--- src/rtl/uart_txh_pkg.sv ---
package uart_txh_pkg;
  typedef enum logic [1:0] {
    TX_IDLE  = 2'd0,
    TX_START = 2'd1,
    TX_DATA  = 2'd2,
    TX_STOP  = 2'd3
  } tx_state_e;
endpackage

--- src/rtl/uart_txh_hold.sv ---
module uart_txh_hold #(
  parameter int DW = 8
) (
  input  logic          clk,
  input  logic          rst,
  input  logic          load,
  input  logic [DW-1:0] load_data,
  input  logic          take,
  input  logic          clear,
  output logic          full,
  output logic [DW-1:0] data
);
  always_ff @(posedge clk) begin
    if (rst)        full <= 1'b0;
    else if (clear) full <= 1'b0;
    else if (load)  full <= 1'b1;
    else if (take)  full <= 1'b0;
  end

  always_ff @(posedge clk) begin
    if (load) data <= load_data;
  end


  load_when_free_chk: assert property (@(posedge clk) disable iff (rst)
    load |-> !full);


  clear_empties_chk: assert property (@(posedge clk) disable iff (rst)
    clear |=> !full);
endmodule

--- src/rtl/uart_txh_shift.sv ---
module uart_txh_shift
  import uart_txh_pkg::*;
#(
  parameter int DW   = 8,
  parameter int OVS  = 16,
  parameter int DROP = 3
) (
  input  logic          clk,
  input  logic          rst,
  input  logic          bit_tick,
  input  logic          mode_1x,
  input  logic          go_ok,
  input  logic          dis,
  input  logic          hold_full,
  input  logic [DW-1:0] hold_data,
  output logic          take,
  output logic          txd,
  output tx_state_e     state
);
  localparam int SUB_W = (OVS > 1) ? $clog2(OVS) : 1;
  localparam int BIT_W = (DW > 1) ? $clog2(DW) : 1;
  localparam logic [SUB_W-1:0] SUB_LAST = SUB_W'(OVS - 1);
  localparam logic [SUB_W-1:0] SUB_DROP = SUB_W'(DROP);
  localparam logic [BIT_W-1:0] BIT_LAST = BIT_W'(DW - 1);

  logic [SUB_W-1:0] sub;
  logic [BIT_W-1:0] bit_idx;
  logic [DW-1:0]    shreg;
  logic             bit_end;
  logic             abort;

  assign bit_end = mode_1x || (sub == SUB_LAST);
  assign abort   = dis && (state == TX_START) && (mode_1x || (sub < SUB_DROP));
  assign take    = bit_tick && go_ok && hold_full &&
                   ((state == TX_IDLE) || ((state == TX_STOP) && bit_end));

  always_ff @(posedge clk) begin
    if (rst) begin
      state   <= TX_IDLE;
      sub     <= '0;
      bit_idx <= '0;
      shreg   <= '0;
      txd     <= 1'b1;
    end else if (abort) begin
      state <= TX_IDLE;
      sub   <= '0;
      txd   <= 1'b1;
    end else if (bit_tick) begin
      unique case (state)
        TX_IDLE: begin
          if (take) begin
            state <= TX_START;
            sub   <= '0;
            shreg <= hold_data;
            txd   <= 1'b0;
          end
        end
        TX_START: begin
          if (bit_end) begin
            state   <= TX_DATA;
            sub     <= '0;
            bit_idx <= '0;
            txd     <= shreg[0];
            shreg   <= shreg >> 1;
          end else begin
            sub <= sub + 1'b1;
          end
        end
        TX_DATA: begin
          if (bit_end) begin
            sub <= '0;
            if (bit_idx == BIT_LAST) begin
              state <= TX_STOP;
              txd   <= 1'b1;
            end else begin
              bit_idx <= bit_idx + 1'b1;
              txd     <= shreg[0];
              shreg   <= shreg >> 1;
            end
          end else begin
            sub <= sub + 1'b1;
          end
        end
        TX_STOP: begin
          if (bit_end) begin
            sub <= '0;
            if (take) begin
              state <= TX_START;
              shreg <= hold_data;
              txd   <= 1'b0;
            end else begin
              state <= TX_IDLE;
            end
          end else begin
            sub <= sub + 1'b1;
          end
        end
        default: state <= TX_IDLE;
      endcase
    end
  end


  drop_goes_idle_chk: assert property (@(posedge clk) disable iff (rst)
    abort |=> (state == TX_IDLE) && txd);


  take_starts_frame_chk: assert property (@(posedge clk) disable iff (rst)
    take |=> (state == TX_START) && !txd);


  start_low_chk: assert property (@(posedge clk) disable iff (rst)
    (state == TX_START) |-> !txd);


  stop_high_chk: assert property (@(posedge clk) disable iff (rst)
    (state == TX_STOP) |-> txd);


  commit_finish_chk: assert property (@(posedge clk) disable iff (rst)
    (dis && (state == TX_DATA)) |=> (state != TX_IDLE));
endmodule

--- src/rtl/uart_txh_top.sv ---
module uart_txh_top
  import uart_txh_pkg::*;
#(
  parameter int DW   = 8,
  parameter int OVS  = 16,
  parameter int DROP = 3
) (
  input  logic          clk,
  input  logic          rst,
  input  logic          bit_tick,
  input  logic          mode_1x,
  input  logic          en_cmd,
  input  logic          dis_cmd,
  input  logic          wr_stb,
  input  logic [DW-1:0] wr_data,
  output logic          txd,
  output logic          tx_rdy,
  output logic          tx_emt
);
  logic          en_q;
  logic          go_ok;
  logic          load;
  logic          take;
  logic          hold_full;
  logic [DW-1:0] hold_data;
  tx_state_e     state;

  always_ff @(posedge clk) begin
    if (rst)          en_q <= 1'b0;
    else if (dis_cmd) en_q <= 1'b0;
    else if (en_cmd)  en_q <= 1'b1;
  end

  assign go_ok = en_q && !dis_cmd;
  assign load  = wr_stb && tx_rdy;

  // Flags are decoded from flops only; no input reaches them combinationally.
  assign tx_rdy = en_q && !hold_full && (state != TX_START);
  assign tx_emt = en_q && !hold_full && (state == TX_IDLE);

  uart_txh_hold #(.DW(DW)) hold_i (
    .clk      (clk),
    .rst      (rst),
    .load     (load),
    .load_data(wr_data),
    .take     (take),
    .clear    (dis_cmd),
    .full     (hold_full),
    .data     (hold_data)
  );

  uart_txh_shift #(.DW(DW), .OVS(OVS), .DROP(DROP)) shift_i (
    .clk      (clk),
    .rst      (rst),
    .bit_tick (bit_tick),
    .mode_1x  (mode_1x),
    .go_ok    (go_ok),
    .dis      (dis_cmd),
    .hold_full(hold_full),
    .hold_data(hold_data),
    .take     (take),
    .txd      (txd),
    .state    (state)
  );


  empty_line_idle_chk: assert property (@(posedge clk) disable iff (rst)
    tx_emt |-> txd);


  dis_wins_chk: assert property (@(posedge clk) disable iff (rst)
    dis_cmd |=> !tx_rdy && !tx_emt);


  enable_ready_chk: assert property (@(posedge clk) disable iff (rst)
    (en_cmd && !dis_cmd && !hold_full && (state == TX_IDLE) && !bit_tick) |=> tx_emt);
endmodule

--- config.mk ---
export PLATFORM = sky130hd
export DESIGN_NAME = uart_txh_top
export DESIGN_NICKNAME = d
export VERILOG_FILES = /design/src/rtl/uart_txh_pkg.sv /design/src/rtl/uart_txh_hold.sv /design/src/rtl/uart_txh_shift.sv /design/src/rtl/uart_txh_top.sv
export SDC_FILE = /design/constraint.sdc
export NUM_CORES = 1
export LEC_CHECK = 0
export CAP_MARGIN = 20
export CELL_PAD_IN_SITES_DETAIL_PLACEMENT = 1
export CELL_PAD_IN_SITES_GLOBAL_PLACEMENT = 2
export CORE_MARGIN = 8
export CORE_UTILIZATION = 37
export DETAILED_ROUTE_END_ITERATION = 12
export HOLD_SLACK_MARGIN = 0.02
export PLACE_DENSITY = 0.8
export SLEW_MARGIN = 15
export SYNTH_ARGS = -nofsm -noshare
export SYNTH_HDL_FRONTEND = slang
export SYNTH_SLANG_ARGS = --single-unit
--- constraint.sdc ---
create_clock -name clk -period 5.06 [get_ports clk]
set_input_delay 1.265 -clock clk [delete_from_list [all_inputs] [get_ports clk]]
set_output_delay 1.265 -clock clk [all_outputs]
set_load 0.02 [all_outputs]
# After elaboration in Yosys (flattened, before gate mapping)
# Index checks and enable logic that the tools add are counted.
[classes]
n_addsub = 2
multipliers = 0
n_div = 0
magnitude_cmp = 1
eq_ne = 12
shifts = 0
mux = 28
bitwise = 1
reduce_logical = 27
[op_table]
columns = ["op", "count"]
rows = [
  ["$mux W8", 5],
  ["$pmux W8 S4", 1],
  ["$reduce_and A6 Y1", 3],
  ["$ne A2 B1 Y1 const B", 6],
  ["$logic_and A1 B1 Y1", 11],
  ["$mux W2", 5],
  ["$mux W3", 3],
  ["$mux W1", 8],
  ["$mux W4", 2],
  ["$pmux W2 S4", 1],
  ["$pmux W4 S2", 1],
  ["$pmux W3 S2", 1],
  ["$add A4 B1 Y4 const B", 1],
  ["$eq A2 B2 Y1 const B", 2],
  ["$eq A4 B4 Y1 const B", 1],
  ["$lt A4 B2 Y1 const B", 1],
  ["$pmux W1 S4", 1],
  ["$reduce_and A4 Y1", 1],
  ["$reduce_bool A2 Y1", 2],
  ["$reduce_or A2 Y1", 2],
  ["$add A3 B1 Y3 const B", 1],
  ["$eq A3 B3 Y1 const B", 1],
  ["$logic_or A1 B1 Y1", 3],
  ["$reduce_or A3 Y1", 1],
  ["other kinds (6)", 7],
]
[totals]
reg_bits = 28
latch_bits = 0
mem_bits_rw = 0
mem_bits_ro = 0
inputBits = 15
out_inout_bits = 3
wordCells = 79
n_memories = 0

# Logic depth before layout (Yosys ltp)
# Gate-level depths: netlist of the first run.
[depth]
depth_word = 8
mapped_depth = 8
mapped_depth_nobuf = 6

# Hierarchy
# Synthesis of the first run repeated with hierarchy kept, for this count alone.
[unflattened]
cells_unflattened = 152
hier_area_um2 = 1576.5
[by_module_without_submodules]
columns = ["module", "n_inst", "cells_each", "area_each_um2", "seq_area_each_um2"]
rows = [
  ["uart_txh_shift", 1, 130, 1202.4, 360.3],
  ["uart_txh_hold", 1, 12, 285.3, 260.2],
  ["uart_txh_top", 1, 10, 88.8, 20.0],
]

# Least setup slack after synthesis of the first run
# Ideal clock, no wire load.
[synth_timing]
path_type = "register to output"
startpoint = "register shift_i.state[1]"
endpoint = "output port tx_rdy"
t_arrival_ns = 1.277
required_ns = 3.795
slack_ns = 2.518
path_stages_with_launch = 4
path_buffers = 0
path_cell_list = "dfxtp_1 > inv_1 > ha_1 > nor3b_1"
[synth_via]
elab_chain_len = 2
[synth_rtl]
columns = ["item", "line", "text"]
rows = [
  ["from (decl)", "uart_txh_shift.sv:18", "output tx_state_e state"],
  ["from (signal assigned)", "uart_txh_shift.sv:39", "state <= TX_IDLE;"],
  ["from (signal assigned)", "uart_txh_shift.sv:45", "state <= TX_IDLE;"],
  ["from (signal assigned)", "uart_txh_shift.sv:52", "state <= TX_START;"],
  ["$ne A2 B1 Y1", "uart_txh_top.sv:38", "assign tx_rdy = en_q && !hold_full && (state != TX_START);"],
  ["$logic_and A1 B1 Y1", "uart_txh_top.sv:38", ""],
  ["to (decl)", "uart_txh_top.sv:17", "output logic tx_rdy,"],
]
# Every way passes these cells.

# Worst setup path after layout of the first run
# Ends and elaborated chain as after synthesis.

==> results of run 1 <==
-- cell usage in the layout, fill, tap and decap left out, types with 2 or more instances in the layout --
cell	count
and2_1	2
inv_1	9
a21oi_1	6
o21ai_0	5
nor3_1	13
mux2_2	7
mux2i_1	2
nor2_1	3
o21ai_1	3
ha_1	7
nor4_1	7
clkbuf_8	3
a31oi_1	9
clkdlybuf4s50_1	17
o31a_1	2
edfxtp_1	8
nand2_1	7
nand3_1	2
dfxtp_1	20
a311o_1	4
o41ai_1	3
nand4_1	4
-- report_power, final --
part | internal (W) | switching (W)
clock | 0.000106 | 0.0000797
combinational | 0.0000151 | 0.0000153
sequential | 0.000233 | 0.000000964
-- final cells by class --
cell class | count | area (um2) | share of cell area [%]
clock inverters | 1 | 30.0 | 1.69
multi-input cells | 109 | 793 | 44.6
flip-flops and latches | 28 | 641 | 36.0
clock buffers | 3 | 41.3 | 2.32
repair buffers | 18 | 178 | 9.99
inverters | 9 | 33.8 | 1.90
well taps | 50 | 62.6 | 3.52
-- logic make-up after synthesis --
logic type	count (synthesis)
and+or+nand+nor	48
AOI/OAI and AO/OA	45
DFF	28
buffers and inverters	16
muxes	9
adders and majority gates	7
-- flip-flops by register name (all words and copies together) (netlist names) --
register,flops
hold_i.full,1
en_q,1
hold_i.data,8
shift_i.bit_idx,3
shift_i.state,2
shift_i.shreg,8
shift_i.txd,1
shift_i.sub,4
-- path summary, 6_finish.rpt --
check | end | slack [ns] | start | cells past startpoint
setup / recovery | tx_rdy | 1.71 | shift_i.state[1] | 4
hold / removal | en_q | 0.54 | en_q | 2
setup reg to reg | shift_i.shreg[5] | 2.83 | shift_i.state[0] | 6
hold reg to reg | en_q | 0.54 | en_q | 2
-- worst register-to-register path, cell delays in order, from the launching register on --
cell and delay, ns:
dfxtp_1 0.41, inv_1 0.10, ha_1 0.62, inv_1 0.29, o31a_1 0.26, nor4_1 0.32, nor3_1 0.09
-- routing by layer --
| metal | vias up | global-route usage [%] | wire length, um |
|---|---|---|---|
| met3 | 5 | 2.82 | 161 |
| met5 | - | 0 | 0 |
| met2 | 27 | 21.2 | 1960 |
| li1 | 632 | - | - |
| met4 | 0 | 4.44 | 55 |
| met1 | 634 | 16.8 | 1970 |
-- through the flow --
stage / hold slack [ns] / cells / utilization, % / instance area (um2) / total power [W]
after global routing: 0.572 / 218 / 45.1 / 1780 / 0.000461
after CTS: 0.537 / 218 / 45.1 / 1780 / 0.000451
after detailed placement: 0.518 / 214 / 43.3 / 1710 / 0.000269
final: 0.537 / 218 / 45.1 / 1780 / 0.000450
after floorplan: 0.484 / 153 / - / 1500 / 0.000252
after global placement: 0.501 / 214 / 43.3 / 1710 / 0.000268
==> results.md, run 1 <==
* Clock Latency Late Sink at 0.29 ns
* Top delay family on crit path: buffers and inverters
* Total negative slack at 0 ns
* Largest cells by area after synthesis: dfxtp_1 (27%), edfxtp_1 (16%), ha_1 (5.8%), mux2_2 (5.2%), nor3_1 (4.3%)
* Core region area at 3940 um2
* Status: complete, no violations
* Iteration-0 DRC Markers at 48
* Post-Syn Nets at 175
* Die width at 79.7 um
* CTS H-tree depth at 1
* CTS buffer count at 3
* Cell variety after synth at 46
* Compound-Gate Fraction of Synth Area at 22.4%
* Mux share of post-synthesis cell area at 6.58%
* Slew @ Worst Pin at around 0.74 ns
* Setup Skew at just under 0.006 ns
* Die ar. at 6350 um2
* Share of layout cells above drive strength 1 at 10.7%
* Reg clk slew, reported paths at 0.11 ns
* Post-Syn Area at 1500 um2
* HPWL after detailed placement at 3.01 mm
* Max-cap violations at 0
* Initial antenna violation count at 0
* Worst Setup End Kind: primary output
* Unrepaired setup endpoints after global routing: false
* Global-route usage over all layers at 13.1%
* Largest family of logic cells by synthesized area: compound AO/OA/AOI/OAI gates
* CP max FO at 8
* Worst path cell trace: inv_1 > ha_1 > nor3b_1 > clkdlybuf4s50_1
* Synthesis Warnings at 0
* Clock buffer depth at 2
* Fin. max-slew vios at 0
* Fin. Hold Viols at 0
* Sequential fraction of the synthesis area at a little over two fifths
* Synth top cells by count: dfxtp_1 (20), nor3_1 (13), a31oi_1 (9), inv_1 (9), edfxtp_1 (8)
* Resized Gates After CTS at 0
* Site row count at 23
* Chip height at 79.7 um
* Final setup fails at 0
* Cell accounting for the most synthesized area: dfxtp_1
* First-pass GRT wire length at about 6.6 mm
* Kind of critical path: reg2out
* Yosys top cell area share at 26.7%
* Worst hold path type: reg2reg
* Buf/Inv on CP at 2
* Post-synthesis simple-gate area fraction at 18.0%
* Max frequency at 299 MHz
* Crit start category: flop
* Cell with the most instances after synthesis: dfxtp_1
* Drt drc at 0
* N_diodes at 0
* WL final at about 4.1 mm
* P per Cell Area at 253 nW/um2
* VDD IR-drop max at 0.109 mV
* Top-level I/O count at 18
* Crit-path slowest cell: clkdlybuf4s50_1
* Grt total ovfl at 0
* Nets@finish at approximately 190
* Starting Density at 38.1%
* Flops & latches, synth at 28
* Post-layout min period at around 3.3 ns
* Number of global-route vias before repair at ~1300
* TritonCTS clock tree: yes
* Synth Area in XOR/XNOR at 0%
* Vias per std cell at 5.95
* Setup ws final at between 1.5 and 2 ns
* Top_reg_cell synth: dfxtp_1
* Crit share post-route at about 66%
* Cells after Synth at 153
* P_leak at 0.593 nW
* Total number of vias at around 1300
* Antenna Violating Nets Remaining at 0
* Postcts setup bufs at 0
* Crit-path max cell delay at between 0.6 and 0.7 ns
* Clock root buffer: clkbuf_8
* Syn Area/Cell at 9.81 um2
* Fraction of registers with async set/reset at 0%
* Post-CTS Hold Fix Bufs at 0
* Slew Limit Headroom at approximately half
* Adder-cell share of the synthesized area at 5.83%
* DR WL/cell at about 19 um
* Critical Path RT at 3.80 ns
* Global placer's final weighted congestion at 0.788
* First-pass DRT Iterations at 4
* Synthesis-to-finish area growth at 18.5%
* Critical path arrival at 2.08 ns
* Port Buffers at 17
* Post-synth EDFFs at 8
* Setup WS pre-CTS at 1.92 ns
* CTS Sinks at 28
* FILL cells at around 450
* Largest net degree at the start of global routing at 20
No activity file was read; power rests on OpenSTA's default activity.
==> run 2: changes to the inputs <==
--- a/config.mk
+++ b/config.mk
@@ -9,10 +9,10 @@
 export CELL_PAD_IN_SITES_DETAIL_PLACEMENT = 1
 export CELL_PAD_IN_SITES_GLOBAL_PLACEMENT = 2
 export CORE_MARGIN = 8
-export CORE_UTILIZATION = 37
+export CORE_UTILIZATION = 31
 export DETAILED_ROUTE_END_ITERATION = 12
 export HOLD_SLACK_MARGIN = 0.02
-export PLACE_DENSITY = 0.8
+export PLACE_DENSITY = 0.71
 export SLEW_MARGIN = 15
 export SYNTH_ARGS = -nofsm -noshare
 export SYNTH_HDL_FRONTEND = slang
==> constraint.sdc (replaced) <==
create_clock -name clk -period 2.7 [get_ports clk]
set_input_delay 0.675 -clock clk [delete_from_list [all_inputs] [get_ports clk]]
set_output_delay 0.675 -clock clk [all_outputs]
set_load 0.02 [all_outputs]
==> run 2 against run 1 <==
Against the previous run: sequential power up 87%; clock-buffer cell count unchanged; design area up 2.6%; power up 88%; hold slack worse by 0.0027 ns; utilization down 6.2 points; clock power up 86%; non-clock buffer count up 5; first-iteration DRC count up 6.3%; setup slack worse by 1.5 ns.
==> results.md, run 2 (synthesis results as in run 1) <==
* Status: complete, no violations
* Most common cell after layout, fill and taps aside: dfxtp_1
* HPWL after detailed placement at 3.03 mm
* Drt drc at 0
* FILL cells at 542
* Top-level I/O count at 18
* Final setup fails at 0
* Psw at 0.000179 W
* Core region area at 4690 um2
* Placed Area at roughly 1800 um2
* Fin util at 38.9%
* WL final at 4.09 mm
* Initial antenna violation count at 0
* Critical Path RT at 2.03 ns
* Total negative slack at 0 ns
* Worst Setup End Kind: primary output
* Fin. Hold Viols at 0
* Clock power frac at between 40% and 50%
* Slew @ Worst Pin at between 0.9 and 1 ns
* Global-route usage over all layers at 11.9%
* Synthesis-to-finish area growth at 21.6%
* Buf/Inv on CP at 2
* Port Buffers at 17
* Die ar. at roughly 7300 um2
* Chip height at between 80 and 90 um
* Reg clk slew, reported paths at 0.11 ns
* CP max FO at 4
* Starting Density at 32.0%
* Post-layout min period at ~2.5 ns
* Max frequency at 406 MHz
* TritonCTS clock tree: yes
* P_leak at about 0.62 nW
* Crit-path slowest cell: clkdlybuf4s50_1
* Worst path cell trace: inv_1 > ha_1 > and3_1 > clkdlybuf4s50_1
* Max-cap violations at 0
* WHS Endpoint: shift_i.shreg[7]
* Slew Limit Headroom at 36.1%
* Final instance area at 1830 um2
* Most frequent cells in the layout: dfxtp_1 (20), clkdlybuf4s50_1 (16), nor3_1 (13)
* N_diodes at 0
* Postcts setup bufs at 0
* R2r startpoint: shift_i.state[1]
* Sw Share at 21.2%
* Setup Skew at 0.00934 ns
* CTS H-tree depth at 1
* Iteration-0 DRC Markers at slightly above 50
* Crit-path max cell delay at 0.54 ns
* First-pass GRT wire length at 7.02 mm
* R2R depth at 6
* Fin. max-slew vios at 0
* Unrepaired setup endpoints after global routing: false
* CTS buffer count at 3
* Largest net degree at the start of global routing at 17
* Final Power at 0.000844 W
* P_int at 0.000665 W
* CTS Sinks at 28
* Flop pwr share at 51.9%
* Critical path arrival at 1.79 ns
* Hold Crit Depth at 2
* Top delay family on crit path: buffers and inverters
* Crit share post-route at about nine tenths
* Total number of vias at 1335
* Crit start category: flop
* Reg2Reg Setup Slack at 0.46 ns
* Clock root buffer: clkbuf_8
* Post-CTS Hold Fix Bufs at 0
* Grt total ovfl at 0
* P per Cell Area at 462 nW/um2
* Worst hold path type: reg2reg
* VDD IR-drop max at 0.391 mV
* Global placer's final weighted congestion at 0.775
* Hold path startpoint: shift_i.shreg[7]
* FF-to-FF End: shift_i.txd
* Number of global-route vias before repair at about 1500
* Nets@finish at 196
* Site row count at 25
* Antenna Violating Nets Remaining at 0
* Kind of critical path: reg2out
* Top Registers: hold_i.data: 8 flops, shift_i.shreg: 8 flops, shift_i.sub: 4 flops
* DR WL/cell at 18.0 um
* Vias per std cell at ~5.9
* Clock Latency Late Sink at about 0.28 ns
* Clock buffer depth at 2
* First-pass DRT Iterations at 4
* Share of layout cells above drive strength 1 at 13.9%
* Combinational power share at under 10%
* Die width at between 80 and 90 um
* Resized Gates After CTS at 1
## run 2: cell types whose count changed in the layout (fill, tap and decap cells not counted)
cell / change
clkdlybuf4s50_1: -1
o31ai_1: -1
o31ai_2: +1
buf_4: +5
dlygate4sd2_1: +1
## run 2: worst max-delay path by stage
stage / from / end / slack [ns] / depth (start not counted)
after floorplan: shift_i.state[1] / hold_i.data[0] / 0.70 / 4
after global placement: mode_1x / shift_i.txd / 0.27 / 5
after detailed placement: dis_cmd / shift_i.shreg[3] / 0.21 / 5
after CTS: shift_i.state[0] / tx_emt / 0.25 / 4
after global routing: shift_i.state[0] / tx_emt / 0.13 / 4
final: shift_i.state[0] / tx_emt / 0.24 / 4
## run 2: power groups by stage
| stage | clock [W] | combinational (W) | sequential (W) |
|---|---|---|---|
| after CTS | 0.000351 | 0.0000602 | 0.000438 |
| after floorplan | 0 | 0.0000258 | 0.000447 |
| after global routing | 0.000369 | 0.0000651 | 0.000438 |
| after detailed placement | 0 | 0.0000602 | 0.000447 |
| after global placement | 0 | 0.0000591 | 0.000447 |
| final | 0.000346 | 0.0000598 | 0.000438 |
## run 2: worst register-to-register path: stages (launching register included)
cell and delay [ns]:
dfxtp_1 0.38, inv_1 0.10, ha_1 0.23, buf_4 0.17
o31ai_2 0.82, o311ai_1 0.26, mux2i_1 0.17
## run 2: routing by layer
layer / global-route usage, % / vias up / wire (um)
li1: - / 647 / -
met4: 5.10 / 0 / 49
met1: 14.9 / 665 / 2010
met3: 2.48 / 4 / 115
met5: 0 / - / 0
met2: 19.1 / 19 / 1920
## run 2: per-stage QoR
step	hold slack [ns]	cells	setup WS (ns)
6_report	0.534	227	0.240
3_5_place_dp	0.512	223	0.210
5_1_grt	0.559	227	0.132
4_1_cts	0.529	227	0.247
3_3_place_gp	0.511	223	0.269
2_1_floorplan	0.484	153	0.704
## run 2: cell type report
type                       instances  area, um2  share of cell area (%)
sequential                        28        641                    35.1
multi-input combinational        109        798                    43.7
timing repair buffer              23        214                    11.7
tap                               54       67.6                    3.70
inverter                           9       33.8                    1.85
clock inverter                     1       30.0                    1.64
clock buffer                       3       41.3                    2.26
